**src/rtl/slip_pkg.sv**
```systemverilog
package slip_pkg;

   // bits needed to hold the values 0..n
   function automatic int unsigned cnt_width(input int unsigned n);
      int unsigned w;
      w = $clog2(n + 1);
      return (w < 1) ? 1 : w;
   endfunction

   function automatic int unsigned max2(input int unsigned a, input int unsigned b);
      return (a > b) ? a : b;
   endfunction

   // rhythm selected by one transport bit
   typedef enum logic {
      RHY_SHORT = 1'b0,
      RHY_LONG  = 1'b1
   } rhythm_e;

endpackage

```
**src/rtl/fsk_half_timer.sv**
```systemverilog
module fsk_half_timer #(
   parameter int unsigned HALF_CLKS = 16
) (
   input  logic clk,
   input  logic rst_n,
   input  logic restart,
   input  logic run,
   input  logic long_half,
   output logic half_end
);
   localparam int unsigned LONG_CLKS = 2 * HALF_CLKS;
   localparam int unsigned CW        = slip_pkg::cnt_width(LONG_CLKS);

   logic [CW-1:0] cnt;
   logic [CW-1:0] limit;

   assign limit    = long_half ? CW'(LONG_CLKS - 1) : CW'(HALF_CLKS - 1);
   assign half_end = run && (cnt == limit);

   always_ff @(posedge clk) begin
      if (!rst_n) begin
         cnt <= '0;
      end else if (restart || half_end) begin
         cnt <= '0;
      end else if (run) begin
         cnt <= cnt + 1'b1;
      end
   end
endmodule

```
**src/rtl/fsk_cadence_seq.sv**
```systemverilog
module fsk_cadence_seq #(
   parameter int unsigned SHORT_A = 6,
   parameter int unsigned SHORT_B = 8,
   parameter int unsigned REPS_A  = 12,
   parameter int unsigned REPS_B  = 10
) (
   input  logic             clk,
   input  logic             rst_n,
   input  logic             clear,
   input  logic             step,
   input  slip_pkg::rhythm_e sel,
   output logic             long_half,
   output logic             cell_end
);
   localparam int unsigned PW = slip_pkg::cnt_width(slip_pkg::max2(SHORT_A, SHORT_B));
   localparam int unsigned GW = slip_pkg::cnt_width(slip_pkg::max2(REPS_A, REPS_B));

   logic [PW-1:0] pos;
   logic [PW-1:0] last_pos;
   logic [GW-1:0] grp;
   logic [GW-1:0] last_grp;
   logic          grp_last;

   always_comb begin
      if (sel == slip_pkg::RHY_LONG) begin
         last_pos = PW'(SHORT_B);
         last_grp = GW'(REPS_B - 1);
      end else begin
         last_pos = PW'(SHORT_A);
         last_grp = GW'(REPS_A - 1);
      end
   end

   assign long_half = (pos == last_pos);
   assign grp_last  = (grp == last_grp);
   assign cell_end  = step && long_half && grp_last;

   always_ff @(posedge clk) begin
      if (!rst_n || clear) begin
         pos <= '0;
         grp <= '0;
      end else if (step) begin
         if (long_half) begin
            pos <= '0;
            grp <= grp_last ? '0 : grp + 1'b1;
         end else begin
            pos <= pos + 1'b1;
         end
      end
   end
endmodule

```
**src/rtl/fsk_frame_ctrl.sv**
```systemverilog
module fsk_frame_ctrl #(
   parameter int unsigned FRAME_BITS  = 96,
   parameter int unsigned FRAME_COUNT = 6
) (
   input  logic                  clk,
   input  logic                  rst_n,
   input  logic                  load,
   input  logic [FRAME_BITS-1:0] frame_in,
   input  logic                  cell_end,
   output slip_pkg::rhythm_e     cur_rhythm,
   output logic                  burst_end
);
   localparam int unsigned BW = slip_pkg::cnt_width(FRAME_BITS - 1);

   logic [FRAME_BITS-1:0] shreg;
   logic [BW-1:0]         bit_idx;
   logic                  last_bit;
   logic                  last_frame;

   assign last_bit   = (bit_idx == BW'(FRAME_BITS - 1));
   assign cur_rhythm = slip_pkg::rhythm_e'(shreg[FRAME_BITS-1]);
   assign burst_end  = cell_end && last_bit && last_frame;

   always_ff @(posedge clk) begin
      if (!rst_n) begin
         shreg   <= '0;
         bit_idx <= '0;
      end else if (load) begin
         shreg   <= frame_in;
         bit_idx <= '0;
      end else if (cell_end) begin
         // rotate so the frame is intact again for the next copy
         shreg   <= {shreg[FRAME_BITS-2:0], shreg[FRAME_BITS-1]};
         bit_idx <= last_bit ? '0 : bit_idx + 1'b1;
      end
   end

   generate
      if (FRAME_COUNT > 1) begin : g_multi
         localparam int unsigned FW = slip_pkg::cnt_width(FRAME_COUNT - 1);
         logic [FW-1:0] frm_idx;
         assign last_frame = (frm_idx == FW'(FRAME_COUNT - 1));
         always_ff @(posedge clk) begin
            if (!rst_n || load) begin
               frm_idx <= '0;
            end else if (cell_end && last_bit && !last_frame) begin
               frm_idx <= frm_idx + 1'b1;
            end
         end
      end else begin : g_single
         assign last_frame = 1'b1;
      end
   endgenerate
endmodule

```
**src/rtl/fsk_slip_gen.sv**
```systemverilog
module fsk_slip_gen #(
   parameter int unsigned HALF_CLKS   = 16,
   parameter int unsigned SHORT_A     = 6,
   parameter int unsigned SHORT_B     = 8,
   parameter int unsigned REPS_A      = 12,
   parameter int unsigned REPS_B      = 10,
   parameter int unsigned FRAME_BITS  = 96,
   parameter int unsigned FRAME_COUNT = 6
) (
   input  logic                  clk,
   input  logic                  rst_n,
   input  logic                  start,
   input  logic [FRAME_BITS-1:0] frame_in,
   output logic                  rf_out,
   output logic                  busy,
   output logic                  done
);
   generate
      if (HALF_CLKS < 1) begin : g_bad_half
         $error("HALF_CLKS must be at least 1");
      end
      if (SHORT_A < 1 || SHORT_B < 1) begin : g_bad_short
         $error("each rhythm needs at least one normal half-period");
      end
      if (REPS_A < 1 || REPS_B < 1) begin : g_bad_reps
         $error("each cell needs at least one group");
      end
      if (FRAME_BITS < 2) begin : g_bad_bits
         $error("FRAME_BITS must be at least 2");
      end
      if (FRAME_COUNT < 1) begin : g_bad_count
         $error("FRAME_COUNT must be at least 1");
      end
   endgenerate

   logic              accept;
   logic              half_end;
   logic              long_half;
   logic              cell_end;
   logic              burst_end;
   slip_pkg::rhythm_e rhythm;

   assign accept = start && !busy;

   fsk_half_timer #(
      .HALF_CLKS(HALF_CLKS)
   ) u_timer (
      .clk      (clk),
      .rst_n    (rst_n),
      .restart  (accept),
      .run      (busy),
      .long_half(long_half),
      .half_end (half_end)
   );

   fsk_cadence_seq #(
      .SHORT_A(SHORT_A),
      .SHORT_B(SHORT_B),
      .REPS_A (REPS_A),
      .REPS_B (REPS_B)
   ) u_seq (
      .clk      (clk),
      .rst_n    (rst_n),
      .clear    (accept),
      .step     (half_end),
      .sel      (rhythm),
      .long_half(long_half),
      .cell_end (cell_end)
   );

   fsk_frame_ctrl #(
      .FRAME_BITS (FRAME_BITS),
      .FRAME_COUNT(FRAME_COUNT)
   ) u_frame (
      .clk       (clk),
      .rst_n     (rst_n),
      .load      (accept),
      .frame_in  (frame_in),
      .cell_end  (cell_end),
      .cur_rhythm(rhythm),
      .burst_end (burst_end)
   );

   always_ff @(posedge clk) begin
      if (!rst_n) begin
         busy   <= 1'b0;
         rf_out <= 1'b1;
         done   <= 1'b0;
      end else begin
         done <= 1'b0;
         if (accept) begin
            busy   <= 1'b1;
            rf_out <= 1'b1;
         end else if (half_end) begin
            if (burst_end) begin
               busy   <= 1'b0;
               rf_out <= 1'b1;
               done   <= 1'b1;
            end else begin
               rf_out <= ~rf_out;
            end
         end
      end
   end
endmodule

```
**config.mk**
```make
export PLATFORM = sky130hd
export DESIGN_NAME = fsk_slip_gen
export DESIGN_NICKNAME = d
export VERILOG_FILES = /design/src/rtl/slip_pkg.sv /design/src/rtl/fsk_half_timer.sv /design/src/rtl/fsk_cadence_seq.sv /design/src/rtl/fsk_frame_ctrl.sv /design/src/rtl/fsk_slip_gen.sv
export SDC_FILE = /design/constraint.sdc
export NUM_CORES = 1
export LEC_CHECK = 0
export CAP_MARGIN = 5
export CORE_ASPECT_RATIO = 0.9
export CORE_MARGIN = 4
export CORE_UTILIZATION = 48
export DETAILED_ROUTE_END_ITERATION = 8
export PLACE_DENSITY = 0.86
export SYNTH_ARGS = -nofsm -noshare
export SYNTH_HDL_FRONTEND = slang
export SYNTH_SLANG_ARGS = --single-unit
```
**constraint.sdc**
```tcl
create_clock -name clk -period 1.71 [get_ports clk]
set_input_delay 0.342 -clock clk [delete_from_list [all_inputs] [get_ports clk]]
set_output_delay 0.342 -clock clk [all_outputs]
set_load 0.01 [all_outputs]
```
# Yosys cells after proc, flatten, opt, wreduce, memory -nomap -nowiden
# Index checks and enable logic that the tools add are counted.
[op_classes]
n_addsub = 5
eq_ne = 5
mux = 13
n_bitwise = 3
reduce_logical = 20
[ops]
columns = ["op", "count"]
rows = [
  ["$mux 96", 2],
  ["$mux 4", 3],
  ["$add 4x1->4 const B", 2],
  ["$eq 4x4->1", 2],
  ["$add 7x1->7 const B", 1],
  ["$eq 7x7->1 const B", 1],
  ["$logic_and 1x1->1", 7],
  ["$mux 7", 1],
  ["$add 6x1->6 const B", 1],
  ["$eq 6x6->1", 1],
  ["$reduce_bool 2->1", 3],
  ["$mux 1", 5],
  ["$mux 5", 1],
  ["$reduce_and 2->1", 2],
  ["$reduce_or 2->1", 2],
  ["$add 3x1->3 const B", 1],
  ["$eq 3x3->1 const B", 1],
  ["$logic_not 1->1", 3],
  ["$not 1->1", 3],
  ["$reduce_or 3->1", 1],
  ["$logic_or 1x1->1", 2],
  ["$mux 2", 1],
]
[totals]
reg_bits = 123
input_bits = 99
out_inout_bits = 3

# Longest topological paths before layout
[depth]
word_depth = 12
depth_mapped = 8
depth_no_buf = 6

# Modules after synthesis
# A second synthesis with hierarchy kept.
[hier_totals]
cells_unflattened = 674
area_unflattened_um2 = 5886.9
[modules_own_cells]
columns = ["module", "instances", "cells_per_inst", "area_each_um2"]
rows = [
  ["fsk_frame_ctrl", 1, 580, 5042.3],
  ["fsk_cadence_seq", 1, 52, 447.9],
  ["fsk_half_timer", 1, 31, 276.5],
  ["fsk_slip_gen", 1, 11, 120.1],
]

# Worst setup path after synthesis
# OpenSTA, ideal clock, no wires.
[synth_path]
path_kind = "register -> register"
start = "register u_timer.cnt[0]"
end = "register u_frame.bit_idx[0]"
arrival_time_ns = 1.767
t_required_ns = 1.640
slack_ns = -0.128
stages_incl_launch_ff = 8
synth_period_minus_slack_ns = 1.838
cell_sequence = "dfxtp_1 ha_1 and4_1 buf_2 o2111ai_4 buf_2 or4_1 a21oi_1"
[synth_via]
elab_chain_cells = 4
[synth_rtl]
columns = ["element", "line_no", "source"]
rows = [
  ["start, declared", "fsk_half_timer.sv:14", "logic [CW-1:0] cnt;"],
  ["start signal, assigned", "fsk_half_timer.sv:26", "cnt <= cnt + 1'b1;"],
  ["$eq 6x6->1", "fsk_half_timer.sv:18", "assign half_end = run && (cnt == limit);"],
  ["$logic_and 1x1->1", "fsk_half_timer.sv:18", ""],
  ["$logic_and 1x1->1 (2 in a row)", "fsk_cadence_seq.sv:36", "assign cell_end = step && long_half && grp_last;"],
  ["end signal, assigned", "fsk_frame_ctrl.sv:34", "bit_idx <= last_bit ? '0 : bit_idx + 1'b1;"],
  ["end, declared", "fsk_frame_ctrl.sv:16", "logic [BW-1:0] bit_idx;"],
]
# No other way between the ends.
# A chain may end at the register's enable or synchronous reset.

# Worst setup path in the final report
[layout_path]
start = "register u_frame.shreg[95]"
end = "register u_frame.bit_idx[0]"
[layout_via]
elab_chain_cells = 7
[layout_rtl]
columns = ["element", "line_no", "source"]
rows = [
  ["start, declared", "fsk_frame_ctrl.sv:15", "logic [FRAME_BITS-1:0] shreg;"],
  ["start signal, assigned", "fsk_frame_ctrl.sv:29", "shreg <= frame_in;"],
  ["start signal, assigned", "fsk_frame_ctrl.sv:33", "shreg <= {shreg[FRAME_BITS-2:0], shreg[FRAME_BITS-1]};"],
  ["$mux 4", "fsk_cadence_seq.sv:25", "if (sel == slip_pkg::RHY_LONG) begin"],
  ["$eq 4x4->1", "fsk_cadence_seq.sv:34", "assign long_half = (pos == last_pos);"],
  ["$mux 5", "fsk_half_timer.sv:17", "assign limit = long_half ? CW'(LONG_CLKS - 1) : CW'(HALF_CLKS - 1);"],
  ["$eq 6x6->1", "fsk_half_timer.sv:18", ""],
  ["$logic_and 1x1->1", "fsk_half_timer.sv:18", ""],
  ["$logic_and 1x1->1", "fsk_cadence_seq.sv:36", ""],
  ["$logic_and 1x1->1 (*)", "fsk_cadence_seq.sv:36", ""],
]
# Every way passes the cells marked *; elsewhere a longest branch is shown, timed or not.

==> run summary <==
Measured in cells, the most critical reg-to-reg path has a length of 5. For the proportion of power drawn by flip-flops and latches, the log shows 42.5%. Combinational logic burns 9.2% of the power. The logs give 542 MHz for the timing-limited maximum frequency and 4 for the number of levels the H-tree was split into.

The region available for standard cell placement spans 11500 um^2. Library cell used as clock root buffer: clkbuf_16. The endpoint identified for the worst register-to-register timing path is u_frame.bit_idx[0]$_SDFFE_PP0P_. Among all flip-flop cells after synthesis, the most frequent one is dfxtp_1.

The switching portion of total power is 23.8%, and the least setup slack across all paths after layout is -136 ps. The count of inserted antenna diode cells was 0. The tools report the worst supply voltage drop on vdd as 0.649 mV.

Setup repair after global routing could not meet its margin everywhere. Traced cell by cell, the critical path runs through xnor2_2, or3_4, buf_6, or4_1, a21oi_2. The run gives 0 as the number of antenna-violating nets in the routed design. The worst hold path stage count is 2, and the synthesized netlist net count is 816. The final routed DRC violation total was 0.

The run gives 711 as the synthesized instance count. Across the run, the number of max-cap violations was 0. The clock passes through at most 2 buffers. The final reports fail on setup timing. The weighted congestion reported at the end of routability-driven placement was 0.860; the count of port buffers added during placement was 101. The run gives -183 ps as the pre-CTS setup slack.

The synthesized netlist occupies a cell area of 5720 um^2. The internal power of the cells totals 5.55 mW. For this design the ratio of total power to cell area is 867 nW/um^2.

The tools report the worst slew slack as a fraction of its limit as 79.3%. The leakage power summed over all cells is 2.87 nW, and the CTS sink count is 123. TritonCTS built the clock tree. For the worst-skew pair, the clock arrives at the later sink with an insertion delay of 420 ps.

For the clock skew, the log shows 10.3 ps. The die covers 13700 um^2. The async set-or-reset flop fraction in the synthesized netlist was 0%; the total net switching power was 1.74 mW. The initial standard-cell utilization of the core is 49.7%.

The portion of the post-synthesis area used by sequential elements was 43.0%. The startpoint identified for the worst hold timing path is u_frame.shreg[85]$_SDFFE_PN0P_. Path class of the lowest-slack min-delay path: reg -> reg. The hold violation total from the final report is 0, and the final count of pins violating max slew is 0.

The combined global-route utilization of all metal layers was 23.6%. The first global-routing pass estimated 26.7 mm of wire. Synthesis inferred 123 register bits. For hold timing, the worst endpoint is u_frame.shreg[85]$_SDFFE_PN0P_.

Along the worst path, the maximum fanout reaches 6. Dividing the detail-routed wire length by the instance count gives 19.0 um. Of the cells placed in the final design, the portion with a size suffix greater than 1 is 16.9%.

From synthesis to final layout, the design area changed by 46.9%. The design draws 7.29 mW. In the detailed route, the total length drawn on met2 is 9.08 mm.

The tools report the clock share of power as 48.4%. The number of antenna violations at the first check in global routing is 0. The via count of the first global-routing pass was 5836; the number of endpoints failing setup at the final stage was 100. Detailed routing inserted a total of 6269 vias. The clock input transition at the sequential cells of the worst setup and hold paths was 60 ps; the total wirelength of the detailed-routed design was 19.0 mm.

In this run the count of I/O pins placed on the die edge is 102. The transition time of the tightest slew-check pin came out at 307 ps. The met1 routed wirelength after detailed routing was 7.51 mm; the half-perimeter wire length of the detailed placement result was 10.3 mm. The kind of cell with the highest combined delay along the critical path is simple AND/OR/NAND/NOR gates.

TritonCTS created 17 clock buffers. STA classifies the critical path startpoint as a flop. Startpoint of the worst register-to-register path: u_frame.shreg[95]$_SDFFE_PN0P_. In this run, post-CTS hold repair placed 0 buffers.

After the first detailed-routing iteration, the DRC count stood at 647. The count of flip-flops with a built-in enable after synthesis was 0; the average cell area after synthesis was 8.05 um^2. The worst register-to-register path has a setup slack of -140 ps. The pre-antenna-repair detailed-routing pass consisted of 6 iterations.

The die is 112 um tall. After floorplanning, the core was divided into 37 placement rows. The filler cells instantiated in the layout total 747. STA puts the critical path data arrival time at 2190 ps. For this run the aggregate overflow at the end of global routing stands at 0. After detailed routing, the number of vias per cell comes to 6.26. The highest layer used for signal routing was met4. Entering global routing, the biggest net connects 50 pins. STA puts the critical path data required time at 2060 ps. The number of buffer and inverter instances along the worst setup path was 1.

The tools report the kind of end point of the critical path as a flop. Slowest cell on the critical path: or4_1. In the final design database the tool counted 938 nets.

From left edge to right edge, the die measures 123 um. The routed wire length on met3 is 1.82 mm, and the highest cell delay on the worst timing path is 550 ps. In the finished design, the share of the clock period the worst path needs comes to 108%.

The flow ran to the end, but the final reports show violations. The final critical delay including setup and external delays is 1850 ps. By startpoint and endpoint, the worst setup path is classified as reg -> reg. Yosys mapped the design onto 47 distinct sky130hd cell types.

The count of synthesis-stage warnings from yosys was 0.
==> synthesized netlist by cell type, types with 2 or more instances <==
cell,count,share of area [%]
and2_1,2,0.22
or4_1,5,0.66
mux2_2,2,0.39
and3_1,2,0.22
nand2b_1,4,0.44
ha_1,6,1.3
buf_2,24,2.1
nand4_1,100,11
o31ai_1,6,0.79
o21ai_0,6,0.52
mux2i_1,2,0.35
dfxtp_1,123,43
inv_1,3,0.20
nor2b_1,4,0.44
a31oi_1,3,0.33
buf_4,2,0.26
a21oi_1,13,1.1
and4_1,3,0.46
nand3_1,6,0.52
xnor2_1,5,0.76
or3_1,3,0.33
clkbuf_1,45,3.0
nand2_1,200,13
nand3b_1,3,0.39
xor2_1,2,0.31
o211ai_1,96,13
nor3_1,9,0.79
nor2_1,7,0.46
a211oi_1,4,0.52
buf_1,3,0.20
and4bb_2,2,0.44
==> layout make-up <==
cell class | count | area [um^2] | share of cell area (%)
multi-input cells | 511 | 3080 | 36.6
flip-flops and latches | 123 | 2470 | 29.4
repair buffers | 177 | 2070 | 24.6
clock buffers | 20 | 437 | 5.19
well taps | 156 | 195 | 2.32
clock inverters | 12 | 141 | 1.68
inverters | 3 | 11.3 | 0.134
==> cells in the final DEF (no fill, tap or decap), drive strengths merged, types with 3 or more instances in the layout <==
cell,count
nand3b,3
buf,67
or3,3
clkdlybuf4s50,99
inv,5
nor3,9
nor2b,4
a21oi,13
dfxtp,123
nand2,200
nand4,100
o31ai,6
nor2,8
or4,5
o21ai,6
clkbuf,29
and4,3
a211oi,4
nand2b,4
ha,6
a31oi,3
o211ai,96
nand3,6
xnor2,5
clkinv,6
==> logic make-up after synthesis <==
kind of cell               after synthesis  synth area share [%]
DFF                                    123                  43.0
xor gates and xnor gates                 7                  1.07
AOI/OAI and AO/OA                      137                  17.5
and+or+nand+nor                        356                  30.4
muxes                                    4                 0.743
buffers and inverters                   78                  5.90
adders and majority gates                6                  1.31
==> power by group through the flow <==
stage / Clock (mW) / Combinational [mW] / Sequential, mW
after global placement: 0 / 0.622 / 3.14
final: 3.52 / 0.667 / 3.10
after CTS: 3.54 / 0.654 / 3.09
after floorplan: 0 / 0.275 / 3.13
after detailed placement: 0 / 0.645 / 3.14
after global routing: 3.69 / 0.720 / 3.11
==> timing repair <==
action                                  4_1_cts  5_1_grt
gates resized for setup                      22       19
buffers inserted                              6        5
endpoints found under the setup margin      121      115
pin swaps                                    58       16
gates cloned                                  2       14
==> worst max-delay path by stage <==
stage | startpoint | to | slack, ps | depth (start not counted)
after floorplan | busy$_SDFFE_PN0P_ | u_frame.bit_idx[0]$_SDFFE_PP0P_ | 20 | 7
after global placement | start | u_frame.shreg[91]$_SDFFE_PN0P_ | -100 | 8
after detailed placement | start | u_frame.shreg[5]$_SDFFE_PN0P_ | -180 | 8
after CTS | u_frame.shreg[95]$_SDFFE_PN0P_ | u_frame.bit_idx[5]$_SDFFE_PP0P_ | -50 | 5
after global routing | u_frame.shreg[95]$_SDFFE_PN0P_ | u_frame.bit_idx[0]$_SDFFE_PP0P_ | -140 | 5
final | u_frame.shreg[95]$_SDFFE_PN0P_ | u_frame.bit_idx[0]$_SDFFE_PP0P_ | -140 | 5
==> metal layers <==
layer	up-vias	global-route usage, %
li1	2872	-
met1	2971	30.0
met2	354	37.9
met3	72	6.40
met4	0	9.15
met5	-	0
==> stage by stage <==
stage | cells | setup TNS, ps | area, um^2 | hold slack [ps] | utilization (%)
CTS | 984 | -824 | 7990 | 483 | 69.3
finish | 1002 | -3060 | 8410 | 482 | 72.9
global placement | 944 | -6980 | 7250 | 464 | 62.9
floorplan | 711 | 0 | 5760 | 457 | -
global route | 1002 | -7810 | 8410 | 490 | 72.9
detailed placement | 944 | -12150 | 7250 | 469 | 62.9
==> flip-flops by register name (all words and copies together), names as in the netlist <==
name                     count
u_frame.shreg               96
u_frame.bit_idx              7
u_timer.cnt                  6
u_seq.grp                    4
u_seq.pos                    4
u_frame.g_multi.frm_idx      3
busy                         1
done                         1
rf_out                       1
==> worst reg2reg max path, delay by kind of cell (launching register included) <==
kind / cells / cell delay (ps)
flip-flops: 1 / 370
XOR/XNOR: 1 / 140
AO/OA/AOI/OAI: 1 / 160
buffers and inverters: 1 / 160
AND/OR/NAND/NOR: 2 / 950
No activity file was read; power rests on OpenSTA's default activity.
